## src/rtl/fdc_rt_pkg.sv

```systemverilog
package fdc_rt_pkg;
  typedef enum logic [1:0] {
    PH_IDLE = 2'd0,
    PH_EXEC = 2'd1,
    PH_RES  = 2'd2
  } phase_t;

  localparam int RES_BYTES = 7;
  localparam int OVR_BIT   = 4;

  function automatic logic [7:0] st0_of(input logic ovr, input logic hd0);
    return {(ovr ? 2'b01 : 2'b00), 3'b000, hd0, 2'b00};
  endfunction

  function automatic logic [7:0] st1_of(input logic ovr);
    logic [7:0] v;
    v = 8'h00;
    v[OVR_BIT] = ovr;
    return v;
  endfunction
endpackage

```

## src/rtl/rt_byte_reg.sv

```systemverilog
module rt_byte_reg #(
  parameter int W = 8
) (
  input  logic         clk,
  input  logic         rst_n,
  input  logic         clr,
  input  logic         load,
  input  logic         probe,
  input  logic         rd,
  input  logic [W-1:0] din,
  output logic [W-1:0] dout,
  output logic         pending,
  output logic         overrun
);
  always_ff @(posedge clk) begin
    if (!rst_n) begin
      dout    <= '0;
      pending <= 1'b0;
      overrun <= 1'b0;
    end else if (clr) begin
      pending <= 1'b0;
      overrun <= 1'b0;
    end else begin
      if ((load || probe) && pending && !rd) overrun <= 1'b1;
      if (load) begin
        dout    <= din;
        pending <= 1'b1;
      end else if (rd || probe) begin
        pending <= 1'b0;
      end
    end
  end

  assert_load_visible_R2: assert property (@(posedge clk) disable iff (!rst_n)
    (load && !clr) |=> (pending && dout == $past(din)));
  assert_read_clears_R3: assert property (@(posedge clk) disable iff (!rst_n)
    (rd && !load && !clr) |=> !pending);
  assert_overrun_sticky_R4: assert property (@(posedge clk) disable iff (!rst_n)
    (overrun && !clr) |=> overrun);
  assert_idle_read_keeps_R8: assert property (@(posedge clk) disable iff (!rst_n)
    (rd && !pending && !load && !probe && !clr) |=> ($stable(dout) && $stable(overrun)));
endmodule

```

## src/rtl/rt_xfer_ctrl.sv

```systemverilog
module rt_xfer_ctrl
  import fdc_rt_pkg::*;
#(
  parameter int MAX_SIZE = 6,
  parameter int CW = $clog2((128 << MAX_SIZE) + 1)
) (
  input  logic       clk,
  input  logic       rst_n,
  input  logic       start,
  input  logic [7:0] size,
  input  logic       disk_valid,
  input  logic       pending,
  input  logic       res_done,
  output phase_t     phase,
  output logic       clr,
  output logic       load,
  output logic       finish
);
  logic [CW-1:0] total_q;
  logic [CW-1:0] cnt_q;
  logic [7:0]    size_c;

  assign size_c = (size > 8'(MAX_SIZE)) ? 8'(MAX_SIZE) : size;
  assign clr    = (phase == PH_IDLE) && start;
  assign load   = (phase == PH_EXEC) && disk_valid && (cnt_q < total_q);
  assign finish = (phase == PH_EXEC) && (cnt_q == total_q) && (!pending || disk_valid);

  always_ff @(posedge clk) begin
    if (!rst_n) begin
      phase   <= PH_IDLE;
      total_q <= '0;
      cnt_q   <= '0;
    end else begin
      unique case (phase)
        PH_IDLE: if (start) begin
          phase   <= PH_EXEC;
          total_q <= CW'(128) << size_c;
          cnt_q   <= '0;
        end
        PH_EXEC: begin
          if (load) cnt_q <= cnt_q + 1'b1;
          if (finish) phase <= PH_RES;
        end
        PH_RES: if (res_done) phase <= PH_IDLE;
        default: phase <= PH_IDLE;
      endcase
    end
  end

  assert_count_bound_R5: assert property (@(posedge clk) disable iff (!rst_n)
    (phase == PH_EXEC) |-> (cnt_q <= total_q));
  assert_end_to_result_R6: assert property (@(posedge clk) disable iff (!rst_n)
    finish |=> (phase == PH_RES));
endmodule

```

## src/rtl/rt_result_seq.sv

```systemverilog
module rt_result_seq
  import fdc_rt_pkg::*;
(
  input  logic       clk,
  input  logic       rst_n,
  input  logic       capture,
  input  logic       enter,
  input  logic       advance,
  input  logic       overrun,
  input  logic [7:0] cyl,
  input  logic [7:0] head,
  input  logic [7:0] sector,
  input  logic [7:0] size,
  output logic [7:0] rbyte,
  output logic       last
);
  localparam int IW = $clog2(RES_BYTES);
  logic [IW-1:0] idx_q;
  logic [7:0]    c_q, h_q, r_q, n_q;

  assign last = (idx_q == IW'(RES_BYTES - 1));

  always_ff @(posedge clk) begin
    if (!rst_n) begin
      idx_q <= '0;
      c_q <= '0; h_q <= '0; r_q <= '0; n_q <= '0;
    end else begin
      if (capture) begin
        c_q <= cyl; h_q <= head; r_q <= sector; n_q <= size;
      end
      if (enter) idx_q <= '0;
      else if (advance && !last) idx_q <= idx_q + 1'b1;
    end
  end

  always_comb begin
    unique case (idx_q)
      IW'(0): rbyte = st0_of(overrun, h_q[0]);
      IW'(1): rbyte = st1_of(overrun);
      IW'(2): rbyte = 8'h00;
      IW'(3): rbyte = c_q;
      IW'(4): rbyte = h_q;
      IW'(5): rbyte = r_q;
      IW'(6): rbyte = n_q;
      default: rbyte = 8'h00;
    endcase
  end

  assert_index_range_R7: assert property (@(posedge clk) disable iff (!rst_n)
    idx_q <= IW'(RES_BYTES - 1));
endmodule

```

## src/rtl/fdc_rdtrack_path.sv

```systemverilog
module fdc_rdtrack_path
  import fdc_rt_pkg::*;
#(
  parameter int MAX_SIZE = 6
) (
  input  logic       clk,
  input  logic       rst_n,
  input  logic       cmd_start,
  input  logic [7:0] cmd_cyl,
  input  logic [7:0] cmd_head,
  input  logic [7:0] cmd_sector,
  input  logic [7:0] cmd_size,
  input  logic       disk_valid,
  input  logic [7:0] disk_data,
  output logic       out_valid,
  input  logic       out_ready,
  output logic [7:0] out_data,
  output logic       out_dir,
  output logic       busy,
  output logic       res_phase
);
  phase_t     phase;
  logic       clr, load, finish, pending, overrun, res_last, res_rd;
  logic [7:0] reg_byte, res_byte;

  assign res_rd = (phase == PH_RES) && out_ready;

  rt_xfer_ctrl #(.MAX_SIZE(MAX_SIZE)) u_ctrl (
    .clk(clk), .rst_n(rst_n), .start(cmd_start), .size(cmd_size),
    .disk_valid(disk_valid), .pending(pending), .res_done(res_rd && res_last),
    .phase(phase), .clr(clr), .load(load), .finish(finish)
  );

  rt_byte_reg #(.W(8)) u_reg (
    .clk(clk), .rst_n(rst_n), .clr(clr), .load(load), .probe(finish),
    .rd((phase == PH_EXEC) && out_ready), .din(disk_data),
    .dout(reg_byte), .pending(pending), .overrun(overrun)
  );

  rt_result_seq u_res (
    .clk(clk), .rst_n(rst_n), .capture(clr), .enter(finish), .advance(res_rd),
    .overrun(overrun), .cyl(cmd_cyl), .head(cmd_head), .sector(cmd_sector),
    .size(cmd_size), .rbyte(res_byte), .last(res_last)
  );

  assign busy      = (phase != PH_IDLE);
  assign out_dir   = busy;
  assign res_phase = (phase == PH_RES);
  assign out_valid = (phase == PH_EXEC) ? pending : (phase == PH_RES);
  assign out_data  = (phase == PH_RES) ? res_byte : reg_byte;

  assert_idle_quiet_R9: assert property (@(posedge clk) disable iff (!rst_n)
    (!busy && !cmd_start) |=> (!busy && !out_valid));
  assert_result_held_R7: assert property (@(posedge clk) disable iff (!rst_n)
    (res_phase && !out_ready) |=> (res_phase && $stable(out_data)));
endmodule

```

## config.mk

```make
export PLATFORM = sky130hd
export DESIGN_NAME = fdc_rdtrack_path
export DESIGN_NICKNAME = d
export VERILOG_FILES = /design/src/rtl/fdc_rt_pkg.sv /design/src/rtl/rt_byte_reg.sv /design/src/rtl/rt_xfer_ctrl.sv /design/src/rtl/rt_result_seq.sv /design/src/rtl/fdc_rdtrack_path.sv
export SDC_FILE = /design/constraint.sdc
export NUM_CORES = 1
export LEC_CHECK = 0
export ABC_AREA = 1
export BUFFER_PORTS_ARGS = -buffer_cell sky130_fd_sc_hd__buf_2
export CORE_MARGIN = 10
export CORE_UTILIZATION = 51
export DETAILED_ROUTE_END_ITERATION = 10
export GPL_TIMING_DRIVEN = 0
export HOLD_SLACK_MARGIN = 0.15
export PLACE_DENSITY = 0.76
export REMOVE_ABC_BUFFERS = 1
export SETUP_SLACK_MARGIN = 0.15
export SKIP_CTS_REPAIR_TIMING = 1
export SLEW_MARGIN = 30
export SYNTH_ARGS = -nofsm -noshare
export SYNTH_HDL_FRONTEND = slang
export SYNTH_SLANG_ARGS = --single-unit
```

## constraint.sdc

```tcl
create_clock -name clk -period 1.65 [get_ports clk]
set_input_delay 0.33 -clock clk [delete_from_list [all_inputs] [get_ports clk]]
set_output_delay 0.33 -clock clk [all_outputs]
set_load 0.02 [all_outputs]
```

Word level (Yosys, flattened, before mapping)
Index checks and enable logic that the tools add are counted.

Equality and inequality tests: 12. Add/sub/neg operators: 2. Bitwise operators: 2. Shifts and indexed selects: 1. Order comparisons: 2. Mux-type cells: 14. Reductions and logical operators: 28.

Operators with widths (number): $pmux W8 S6 (1); $mux W14 (2); $pmux W14 S2 (1); $mux W8 (2); $add A14 B1 Y14 const B (1); $eq A14 B14 Y1 (1); $lt A14 B14 Y1 (1); $shl A8 B8 Y14 const A (1); $logic_and A1 B1 Y1 (11); $eq A3 B3 Y1 const B (3); $gt A8 B3 Y1 const B (1); $mux W2 (3); $ne A2 B1 Y1 const B (3); $pmux W2 S3 (1); $reduce_and A3 Y1 (2); $reduce_bool A2 Y1 (3); $mux W1 (4); $reduce_and A2 Y1 (2); $reduce_or A2 Y1 (2); $add A3 B1 Y3 const B (1); $eq A3 B1 Y1 const B (1); $eq A3 B2 Y1 const B (1); $logic_not A1 Y1 (3); $logic_not A3 Y1 (1); 6 further kinds (9).

Output and inout bits: 12. Bits of input ports: 45. Register bits: 75.

Depth between registers and ports, before layout
Gate-level depths: netlist (run 1).

Depth after elaboration: 6. Depth in mapped cells: 10.

Modules after synthesis
From an unflattened synthesis (run 1), not the netlist that was laid out.

Cell total of the unflattened synthesis: 554. Area, all modules: 3779.9 um^2.

Modules (own cells, without submodules): rt_xfer_ctrl (sequential area each 460.4 um^2, area each 1634.1 um^2, times used 1, cells each 243); rt_result_seq (sequential area each 700.7 um^2, area each 1582.8 um^2, times used 1, cells each 224); rt_byte_reg (sequential area each 200.2 um^2, area each 372.9 um^2, times used 1, cells each 48); fdc_rdtrack_path (sequential area each 0.0 um^2, area each 190.2 um^2, times used 1, cells each 39).

Least setup slack after synthesis (run 1)
OpenSTA, ideal clock, no wires.

Path type: flip-flop to output port. Start: register u_res.idx_q[0]. End: output out_data[4]. Required time: 1.320 ns. Slack: -0.215 ns. Path buffers: 1. Cell stages (with the launch flop): 8. Arrival time: 1.535 ns. Cell sequence: dfxtp_1 -> ha_1 -> ha_1 -> buf_1 -> nand2_1 -> o21ai_0 -> nor3_1 -> o21ai_0.

Cells in the longest elaborated chain, start to end: 3. Elaborated cells on any way between the ends: 8.

Ends and longest elaborated chain: from (decl) (RTL line rt_result_seq.sv:18) `logic [IW-1:0] idx_q;`; from (signal assigned) (RTL line rt_result_seq.sv:32) `else if (advance && !last) idx_q <= idx_q + 1'b1;`; $eq A3 B3 Y1 (tied with other cells) (RTL line rt_result_seq.sv:37) `unique case (idx_q)`; $pmux W8 S6 * (RTL line rt_result_seq.sv:37); $mux W8 * (RTL line fdc_rdtrack_path.sv:50) `assign out_data = (phase == PH_RES) ? res_byte : reg_byte;`; to (decl) (RTL line fdc_rdtrack_path.sv:17) `output logic [7:0] out_data,`.

Mark *: on every way between the ends. The rest lies on a longest branch, timed or not.

Worst setup path in the final report (run 1)
Start: register u_res.idx_q[1]. End: output out_data[4].

The elaborated chain is that of the path after synthesis.

==> impl_metrics.tcl, run 1 <==
set metrics [dict create \
    status "complete, but fails checks" \
    violations "setup timing" \
    grt_pass1_vias 3110 \
    gp_congestion 0.8559 \
    p_sw_frac 0.3346 \
    final_cell_mix "nand2_1, dfxtp_1, nor2_1" \
    grt_max_degree 30 \
    chipWidth_um 102.2 \
    synthAdderAreaFrac 0.05078 \
    hold_ws_ps 153.8 \
    pwr-share-seq 0.400 \
    regArea_mm2 0.001404 \
    cts.sinks 68 \
    grt_overflow 0 \
    antenna_cells 0 \
    antenna_left 0 \
    setup.worst_path.start_class "register" \
    cts_buffers 9 \
    path_buf_inv 1 \
    crit_slowest_cell "dfxtp_4" \
    avgSynthCellArea_um2 7.355 \
    synth_cell_types 36 \
    die_h_um 102.2 \
    crit_chain "ha_4, ha_4, nand2_2, o21ai_2, nor3_2, o21ai_1, buf_4" \
    area_growth_syn_to_layout_pct 47.88 \
    multi_input_area_mm2 0.002401 \
    routed-via-count 3836 \
    max_cap_violations 0 \
    die_area_mm2 0.01045 \
    fin_cells 647 \
    synth_mux_area_frac 0 \
    cp_top_family "flip-flops" \
    crit_path_end_kind "primary output" \
    setup_ws_ps -424.3 \
    clkTransAtPathRegs_ps 90 \
    synth_top_family_by_area "simple AND/OR/NAND/NOR gates" \
    finalSetupViolations 33 \
    post-route-period-util 1.257 \
    ys_seq_area_frac 0.3946 \
    avgViaCountPerCell 5.929 \
    tns_ps -5124 \
    drt_iter0_markers 371 \
    skew_ps 14.30 \
    cts_max_path_buffers 2 \
    hold_violations 0 \
    h-tree-depth 3 \
    fin_nets 625 \
    combPwrFrac 0.269 \
    wl_per_cell_um 18.93 \
    fin_crit_ps 2074 \
    final_common_cell "nand2_1" \
    ir_drop_uv 665.7 \
    yosysWarnings 0 \
    cp_max_fo 5 \
    slew_headroom 0.7481 \
    cts-root-buf "clkbuf_8" \
    grt_util_all_layers 0.1714 \
    worstPathRequired_ps 1320 \
    p_clk_frac 0.331 \
    clock_latency_ps 360 \
    slew_viol_final 0 \
    antenna_found_initial 0 \
    worstMarginPinSlew_ps 375.0 \
    cts_tree "built" \
    final.fill_count 371 \
    dr.pass1.iters 5 \
    io_buffers 56 \
    initial_utilization 0.5341 \
    p_per_area_mw_per_mm2 919.0 \
    ys_seq_elements 68 \
    p_int_mw 3.119 \
    worstHoldPathType "input port to register" \
    routed_wl_mm 12.25 \
    core_mm2 0.006459 \
    rows 29 \
    p_sw_mw 1.569 \
    hpwl_mm 6.331 \
    post-place-ws_ps -923.6 \
    syn-instance-count 469 \
    yosysTopAreaCell "dfxtp_1" \
    slowest_delay_ps 380 \
    synth.area.top_cells "dfxtp_1, nand2_1, nor2_1, inv_1, ha_1" \
    grt_pass1_wl_mm 14.54 \
    synthSimpleGateAreaFrac 0.2811 \
    synth_compound_area_frac 0.1701 \
    synth_top_area_share 0.3946 \
    cp_common_cell "ha_4" \
    dp.cells 585 \
    synth_xor_area_frac 0.01269 \
    num_io_pins 57 \
    cp.arrival_ps 1740 \
    route.detailed.drc 0 \
    synth.cell_area_mm2 0.003450 \
    crit_type "register to primary output" \
    drive_above_1_share 0.4544 \
    rsz0062_at_grt "yes" \
    fmax_mhz 482.1 \
    total_leakage_power_nw 2.104 \
]
-- stage by stage --
step / instance area [um2] / total power [mW] / util
after floorplan: 3343 / 2.351 / -
after global placement: 3720 / 2.587 / 0.5759
after detailed placement: 3727 / 2.613 / 0.5771
after CTS: 3941 / 4.108 / 0.6102
after global routing: 5101 / 4.815 / 0.7898
final: 5101 / 4.688 / 0.7898
-- power by group through the flow --
stage	Clock, mW	Combinational, mW	Sequential [mW]
after floorplan	0	0.489	1.86
after global placement	0	0.707	1.88
after detailed placement	0	0.731	1.88
after CTS	1.52	0.738	1.85
after global routing	1.60	1.34	1.88
final	1.55	1.26	1.87
-- state kept, by name (all words and copies together), names as in the netlist --
signal / flops
u_res.c_q: 8
u_res.n_q: 8
u_reg.dout: 8
u_ctrl.cnt_q: 14
u_reg.pending: 1
u_res.idx_q: 3
u_reg.overrun: 1
u_ctrl.total_q: 7
u_ctrl.phase: 2
u_res.h_q: 8
u_res.r_q: 8
-- final timing paths --
| check | from | cells past startpoint | slack [ps] | to |
|---|---|---|---|---|
| max | u_res.idx_q[1] | 7 | -420 | out_data[4] |
| max reg2reg | u_ctrl.cnt_q[13] | 9 | -150 | u_ctrl.cnt_q[13] |
| min | cmd_head[4] | 3 | 150 | u_res.h_q[4] |
| min reg2reg | u_ctrl.total_q[9] | 2 | 470 | u_ctrl.total_q[9] |
-- Yosys cell counts --
| cell type | instances |
|---|---|
| nor2_2 | 2 |
| or2_2 | 2 |
| buf_6 | 1 |
| a21o_1 | 1 |
| nand3_4 | 1 |
| buf_4 | 3 |
| buf_2 | 6 |
| xor2_1 | 5 |
| o221ai_1 | 1 |
| nor3b_1 | 1 |
| buf_12 | 1 |
| o21ai_4 | 1 |
| o22ai_1 | 9 |
| dfxtp_1 | 68 |
| nand3b_1 | 3 |
| o2111ai_1 | 6 |
| nor2_1 | 56 |
| inv_1 | 50 |
| nand2_2 | 11 |
| clkbuf_1 | 3 |
| nand2_4 | 1 |
| nand2_1 | 111 |
| nor3_2 | 1 |
| clkinv_1 | 1 |
| nor3_1 | 5 |
| a21oi_1 | 11 |
| buf_1 | 3 |
| nand4_1 | 4 |
| o21bai_1 | 3 |
| a21oi_2 | 9 |
| a22o_1 | 17 |
| inv_2 | 4 |
| o21ai_1 | 3 |
| o21ai_0 | 25 |
| nand3_1 | 26 |
| ha_1 | 14 |
-- layer usage --
layer	up-vias	wire (um)	part of all wire	global-route usage
li1	1742	-	-	-
met1	1830	4909	0.40	0.2215
met2	225	5958	0.49	0.2706
met3	39	1060	0.087	0.04926
met4	0	317	0.026	0.05206
met5	-	0	0	0
-- worst reg2reg max path: stages (launching register included) --
cell and delay (ps):
dfxtp_2 400, ha_4 230, nand2_1 60, nand3_1 120, nor2_4 160, nand3_4 200
buf_12 200, nand2_8 130, nand2_2 90, a21oi_2 150
-- cell families after synthesis --
group,count (synthesis)
AO/OA/AOI/OAI,86
XOR/XNOR,5
buffers and inverters,72
adder cells (fa/ha/maj),14
flip-flops,68
AND/OR/NAND/NOR,224
-- cell type report --
class / instances / share of cell area
repair buffers: 98 / 0.1462
flip-flops and latches: 68 / 0.2752
well taps: 77 / 0.01889
inverters: 55 / 0.04709
multi-input cells: 334 / 0.4707
clock inverters: 6 / 0.01766
clock buffers: 9 / 0.02428
Note: power is estimated with default switching activity, not from simulation.
==> run 2: changes to the inputs <==
--- a/config.mk
+++ b/config.mk
@@ -10,7 +10,7 @@
 export CORE_MARGIN = 10
 export CORE_UTILIZATION = 51
 export DETAILED_ROUTE_END_ITERATION = 10
-export GPL_TIMING_DRIVEN = 0
+export GPL_TIMING_DRIVEN = 1
 export HOLD_SLACK_MARGIN = 0.15
 export PLACE_DENSITY = 0.76
 export REMOVE_ABC_BUFFERS = 1
==> constraint.sdc (replaced) <==
create_clock -name clk -period 1.85 [get_ports clk]
set_input_delay 0.37 -clock clk [delete_from_list [all_inputs] [get_ports clk]]
set_output_delay 0.37 -clock clk [all_outputs]
set_load 0.02 [all_outputs]
==> run 2 against run 1 <==
Effect of this change: the flow still finishes with violations (setup timing); utilization is 7.9 points lower; flip-flop and latch count stayed put; largest power group unchanged; non-clock buffer count is 17 lower; register-to-register slack better by 250 ps; design area is 10% lower; via count is 8.0% lower; die area stayed put; critical path depth stayed put; cell count is 3.1% lower; largest cell class unchanged.
==> impl_metrics.tcl, run 2 (synthesis gave the netlist of run 1 again) <==
set metrics [dict create \
    status "complete, but fails checks" \
    violations "setup timing" \
    grt_use_met2 0.2760 \
    fin_nets 604 \
    crit_path_end_kind "primary output" \
    grt_pass1_vias 3208 \
    rrSetupSlack_ps 100 \
    dr.pass1.iters 5 \
    crit_type "register to primary output" \
    area_growth_syn_to_layout_pct 33.12 \
    skew_ps 7.002 \
    max_cap_violations 0 \
    num_io_pins 57 \
    p_per_area_mw_per_mm2 824.9 \
    fmax_mhz 494.7 \
    slew_headroom 0.7258 \
    finalSetupViolations 8 \
    final_cell_mix "nand2_1, dfxtp_1, nor2_1" \
    fin_crit_ps 2022 \
    cts_max_path_buffers 2 \
    drt_iter0_markers 295 \
    h-tree-depth 3 \
    final_common_cell "nand2_1" \
    initial_utilization 0.5341 \
    clock_latency_ps 350 \
    antenna_cells 0 \
    worstPathRequired_ps 1480 \
    rows 29 \
    slew_viol_final 0 \
    final_core_util 0.7110 \
    drive_above_1_share 0.3709 \
    cts_buffers 9 \
    largest_reg_flops 14 \
    grt_pass1_wl_mm 15.03 \
    largest-register "u_ctrl.cnt_q" \
    die_area_mm2 0.01045 \
    hold_violations 0 \
    cp_max_fo 8 \
    cts-root-buf "clkbuf_8" \
    total_leakage_power_nw 1.852 \
    grt_max_degree 28 \
    antenna_found_initial 0 \
    setup.worst_path.start_class "register" \
    cts_tree "built" \
    antenna_left 0 \
    routed-via-count 3529 \
    worstHoldPathType "input port to register" \
    grt_overflow 0 \
    avgViaCountPerCell 5.628 \
    die_h_um 102.2 \
    met1_usage 0.2279 \
    routed_wl_mm 10.56 \
    route.detailed.drc 0 \
    post-route-period-util 1.093 \
    clkTransAtPathRegs_ps 90 \
    wl_per_cell_um 16.83 \
    cts.sinks 68 \
    use_met3 0.04588 \
    ir_drop_uv 704.9 \
    grt_util_all_layers 0.1776 \
    core_mm2 0.006459 \
    rsz0062_at_grt "yes" \
    grt_most_used_layer "met2" \
    chipWidth_um 102.2 \
    io_buffers 56 \
    totalPowerFinal_mw 3.788 \
    gp_congestion 0.8739 \
    setup_ws_ps -171.5 \
    worstMarginPinSlew_ps 410.7 \
    cp.arrival_ps 1650 \
    hpwl_mm 6.957 \
]
run 2: final cells by class:
cell class / instances / area [um2]
clock buffer: 9 / 123.9
clock inverter: 7 / 81.33
fill: 491 / 1867
inverter: 55 / 216.5
multi-input combinational: 330 / 2140
sequential: 68 / 1381
tap: 77 / 96.34
timing repair buffer: 81 / 553.0
run 2: worst paths after layout:
kind / startpoint / depth (start not counted) / endpoint
setup / recovery: u_res.idx_q[0] / 7 / out_data[4]
setup reg to reg: u_ctrl.total_q[13] / 10 / u_ctrl.cnt_q[3]
hold reg to reg: u_ctrl.total_q[9] / 2 / u_ctrl.total_q[9]
hold / removal: cmd_sector[4] / 3 / u_res.r_q[4]
run 2: metal layers:
| metal | vias up | share of wire | wire, um |
|---|---|---|---|
| li1 | 1689 | - | - |
| met1 | 1637 | 0.42 | 4485 |
| met2 | 166 | 0.47 | 4986 |
| met3 | 37 | 0.073 | 774 |
| met4 | 0 | 0.029 | 310 |
| met5 | - | 0 | 0 |
run 2: report_power, final:
| part | internal (mW) | leakage (nW) | switching [mW] |
|---|---|---|---|
| registers | 1.58 | 0.560 | 0.0777 |
| logic | 0.303 | 1.19 | 0.530 |
| clock network | 0.644 | 0.101 | 0.653 |
run 2: per-stage QoR:
step	instance area, um2	hold slack, ps	setup TNS, ps	instances	setup slack [ps]
after floorplan	3343	426.1	-4643	452	-458.7
after global placement	3870	440.7	0	603	100.3
after detailed placement	3870	445.7	0	603	59.54
after CTS	4075	212.4	-2579	619	-325.1
after global routing	4592	212.8	-1522	627	-208.4
final	4592	211.8	-1065	627	-171.5
run 2: critical path, cell delays in order, from the launching register on:
cell and delay (ps):
dfxtp_4 390, ha_4 170, ha_4 190, nand2_1 70, o21ai_1 50, nor3_1 170, o21ai_1 90, buf_4 160
==> run 3: changes to the inputs <==
--- a/config.mk
+++ b/config.mk
@@ -8,15 +8,16 @@
 export ABC_AREA = 1
 export BUFFER_PORTS_ARGS = -buffer_cell sky130_fd_sc_hd__buf_2
 export CORE_MARGIN = 10
-export CORE_UTILIZATION = 51
+export CORE_UTILIZATION = 47
 export DETAILED_ROUTE_END_ITERATION = 10
 export GPL_TIMING_DRIVEN = 1
 export HOLD_SLACK_MARGIN = 0.15
-export PLACE_DENSITY = 0.76
+export PLACE_DENSITY = 0.68
 export REMOVE_ABC_BUFFERS = 1
 export SETUP_SLACK_MARGIN = 0.15
 export SKIP_CTS_REPAIR_TIMING = 1
 export SLEW_MARGIN = 30
 export SYNTH_ARGS = -nofsm -noshare
 export SYNTH_HDL_FRONTEND = slang
+export SYNTH_HIERARCHICAL = 1
 export SYNTH_SLANG_ARGS = --single-unit
==> constraint.sdc (replaced) <==
create_clock -name clk -period 2.45 [get_ports clk]
set_input_delay 0.49 -clock clk [delete_from_list [all_inputs] [get_ports clk]]
set_output_delay 0.49 -clock clk [all_outputs]
set_load 0.02 [all_outputs]
==> run 3 against run 2 <==
Effect of this change: the run now ends clean; area after synthesis rose by 9.6%; combinational power down 45%; sequential power is 25% lower; clock power decreased by 40%; power down 34%; cell count increased by 13%; flip-flop and latch count unchanged; clock skew is 3.1 ps higher; design area decreased by 6.5%; sequential share of layout area grew 1.8 points; wire length down 10%.
==> impl_metrics.tcl, run 3 <==
set metrics [dict create \
    synth.cell_area_mm2 0.003780 \
    fin_nets 664 \
    antenna_found_initial 0 \
    dp.cells 696 \
    synth_edf_count 0 \
    grt_max_degree 34 \
    yosysWarnings 6 \
    regArea_mm2 0.001366 \
    p_int_mw 1.699 \
    skew_ps 10.13 \
    ir_drop_uv 422.7 \
    p_per_area_mw_per_mm2 578.2 \
    cts_buffers 9 \
    ys_seq_elements 68 \
    p_sw_frac 0.3153 \
    p_sw_uw 782.4 \
    rsz0062_at_grt "no" \
    area_growth_syn_to_layout_pct 13.54 \
    final_common_cell "nor2_1" \
    tns_ps 0 \
    routed-via-count 3591 \
    fin_cells 711 \
    max_cap_violations 0 \
    wl_per_cell_um 13.33 \
    crit_type "register to primary output" \
    drive_above_1_share 0.2184 \
    drt_iter0_markers 250 \
    hpwl_mm 7.026 \
    cp.arrival_ps 1680 \
    die_h_um 109.7 \
    largest-register "u_ctrl/cnt_q" \
    cts-root-buf "clkbuf_8" \
    avgSynthCellArea_um2 6.823 \
    post-route-period-util 0.8859 \
    placed_cell_area_mm2 0.004076 \
    cts.sinks 68 \
    gp_congestion 0.8411 \
    synth_most_common_cell "nor2_1" \
    num_io_pins 57 \
    route.detailed.drc 0 \
    routed_wl_mm 9.478 \
    crit_path_end_kind "primary output" \
    synth.area.top_cells "dfxtp_1, nor2_1, nand2_1, nand3_1, o21ai_0" \
    clkTransAtPathRegs_ps 70 \
    finish.instance_area_mm2 0.004292 \
    yosysTopAreaCell "dfxtp_1" \
    p_clk_frac 0.313 \
    status "finished, final reports clean" \
    io_buffers 56 \
    total_leakage_power_nw 1.903 \
    post-place-ws_ps 488.1 \
    synth_cell_types 34 \
    antenna_left 0 \
    largest_reg_flops 14 \
    slew_viol_final 0 \
    setup.worst_path.start_class "register" \
    worstPathRequired_ps 1960 \
    cts_tree "built" \
    rows 32 \
    dr.pass1.iters 4 \
    cts_max_path_buffers 2 \
    combPwrFrac 0.185 \
    cp_max_fo 8 \
    grt_util_all_layers 0.1636 \
    finalSetupViolations 0 \
    synth_commonest_cells "nor2_1, nand2_1, dfxtp_1, nand3_1, inv_1" \
    grt_overflow 0 \
    core_mm2 0.007767 \
    grt_pass1_wl_mm 16.11 \
    setup_ws_ps 279.5 \
    chipWidth_um 109.7 \
    worstHoldPathType "input port to register" \
    synth_top_area_share 0.3601 \
    fmax_mhz 460.7 \
    ys_seq_area_frac 0.3601 \
    initial_utilization 0.4866 \
    syn-instance-count 554 \
    slew_headroom 0.7087 \
    avgViaCountPerCell 5.051 \
    final.fill_count 781 \
    final_cell_mix "nor2_1, nand2_1, dfxtp_1" \
    grt_pass1_vias 3469 \
    clock_latency_ps 340 \
    worstMarginPinSlew_ps 436.4 \
    hold_ws_ps 369.9 \
    hold_violations 0 \
    h-tree-depth 3 \
    die_area_mm2 0.01203 \
    antenna_cells 0 \
    fin_crit_ps 2170 \
    pwr-share-seq 0.502 \
    multi_input_area_mm2 0.002092 \
    async_flop_share 0 \
    synth_ff_type "dfxtp_1" \
]
## run 3: cell families after synthesis
| logic type | synth area share |
|---|---|
| AO/OA/AOI/OAI | 0.1016 |
| flip-flops | 0.3601 |
| AND/OR/NAND/NOR | 0.3823 |
| buffers and inverters | 0.1003 |
| XOR/XNOR | 0.009270 |
| adder cells (fa/ha/maj) | 0.04634 |
## run 3: worst paths after layout
kind / start / to / slack, ps / depth (start not counted)
max reg2reg: u_ctrl/cnt_q[7] / u_reg/dout[6] / 530 / 8
min reg2reg: u_ctrl/total_q[7] / u_ctrl/total_q[7] / 460 / 2
min: cmd_cyl[5] / u_res/c_q[5] / 370 / 3
max: u_res/idx_q[0] / out_data[2] / 280 / 9
## run 3: layer usage
metal / global-route usage / routed length (um) / up-vias
met5: 0 / 0 / -
met4: 0.05297 / 96 / 0
met3: 0.04506 / 527 / 10
met2: 0.2513 / 4238 / 67
met1: 0.2174 / 4615 / 1637
li1: - / - / 1877
## run 3: power by group through the flow
stage	clock network (mW)	logic [mW]	registers (mW)
global placement	0	0.439	1.27
global route	0.840	0.517	1.26
CTS	0.794	0.450	1.24
floorplan	0	0.281	1.26
detailed placement	0	0.448	1.27
finish	0.777	0.458	1.25
## run 3: area by class of cell
cell class | instances | area share
timing repair buffer | 64 | 0.07930
tap | 102 | 0.02974
clock inverter | 5 | 0.006997
inverter | 54 | 0.04840
sequential | 68 | 0.3184
multi-input combinational | 408 | 0.4875
clock buffer | 10 | 0.02974
## run 3: critical path, cell delays in order (launching register included)
cell and delay [ps]:
dfxtp_4 370, ha_2 200, ha_4 190, nand2_1 70, nand2_1 50, nor2_1 110, nand2_1 70, nand3_1 90
nand2_1 50, buf_2 160
## run 3: through the flow
stage	total power, mW	utilization
3_5_place_dp	1.715	0.5248
6_report	2.481	0.5525
3_3_place_gp	1.707	0.5248
4_1_cts	2.488	0.5451
2_1_floorplan	1.539	-
5_1_grt	2.613	0.5525
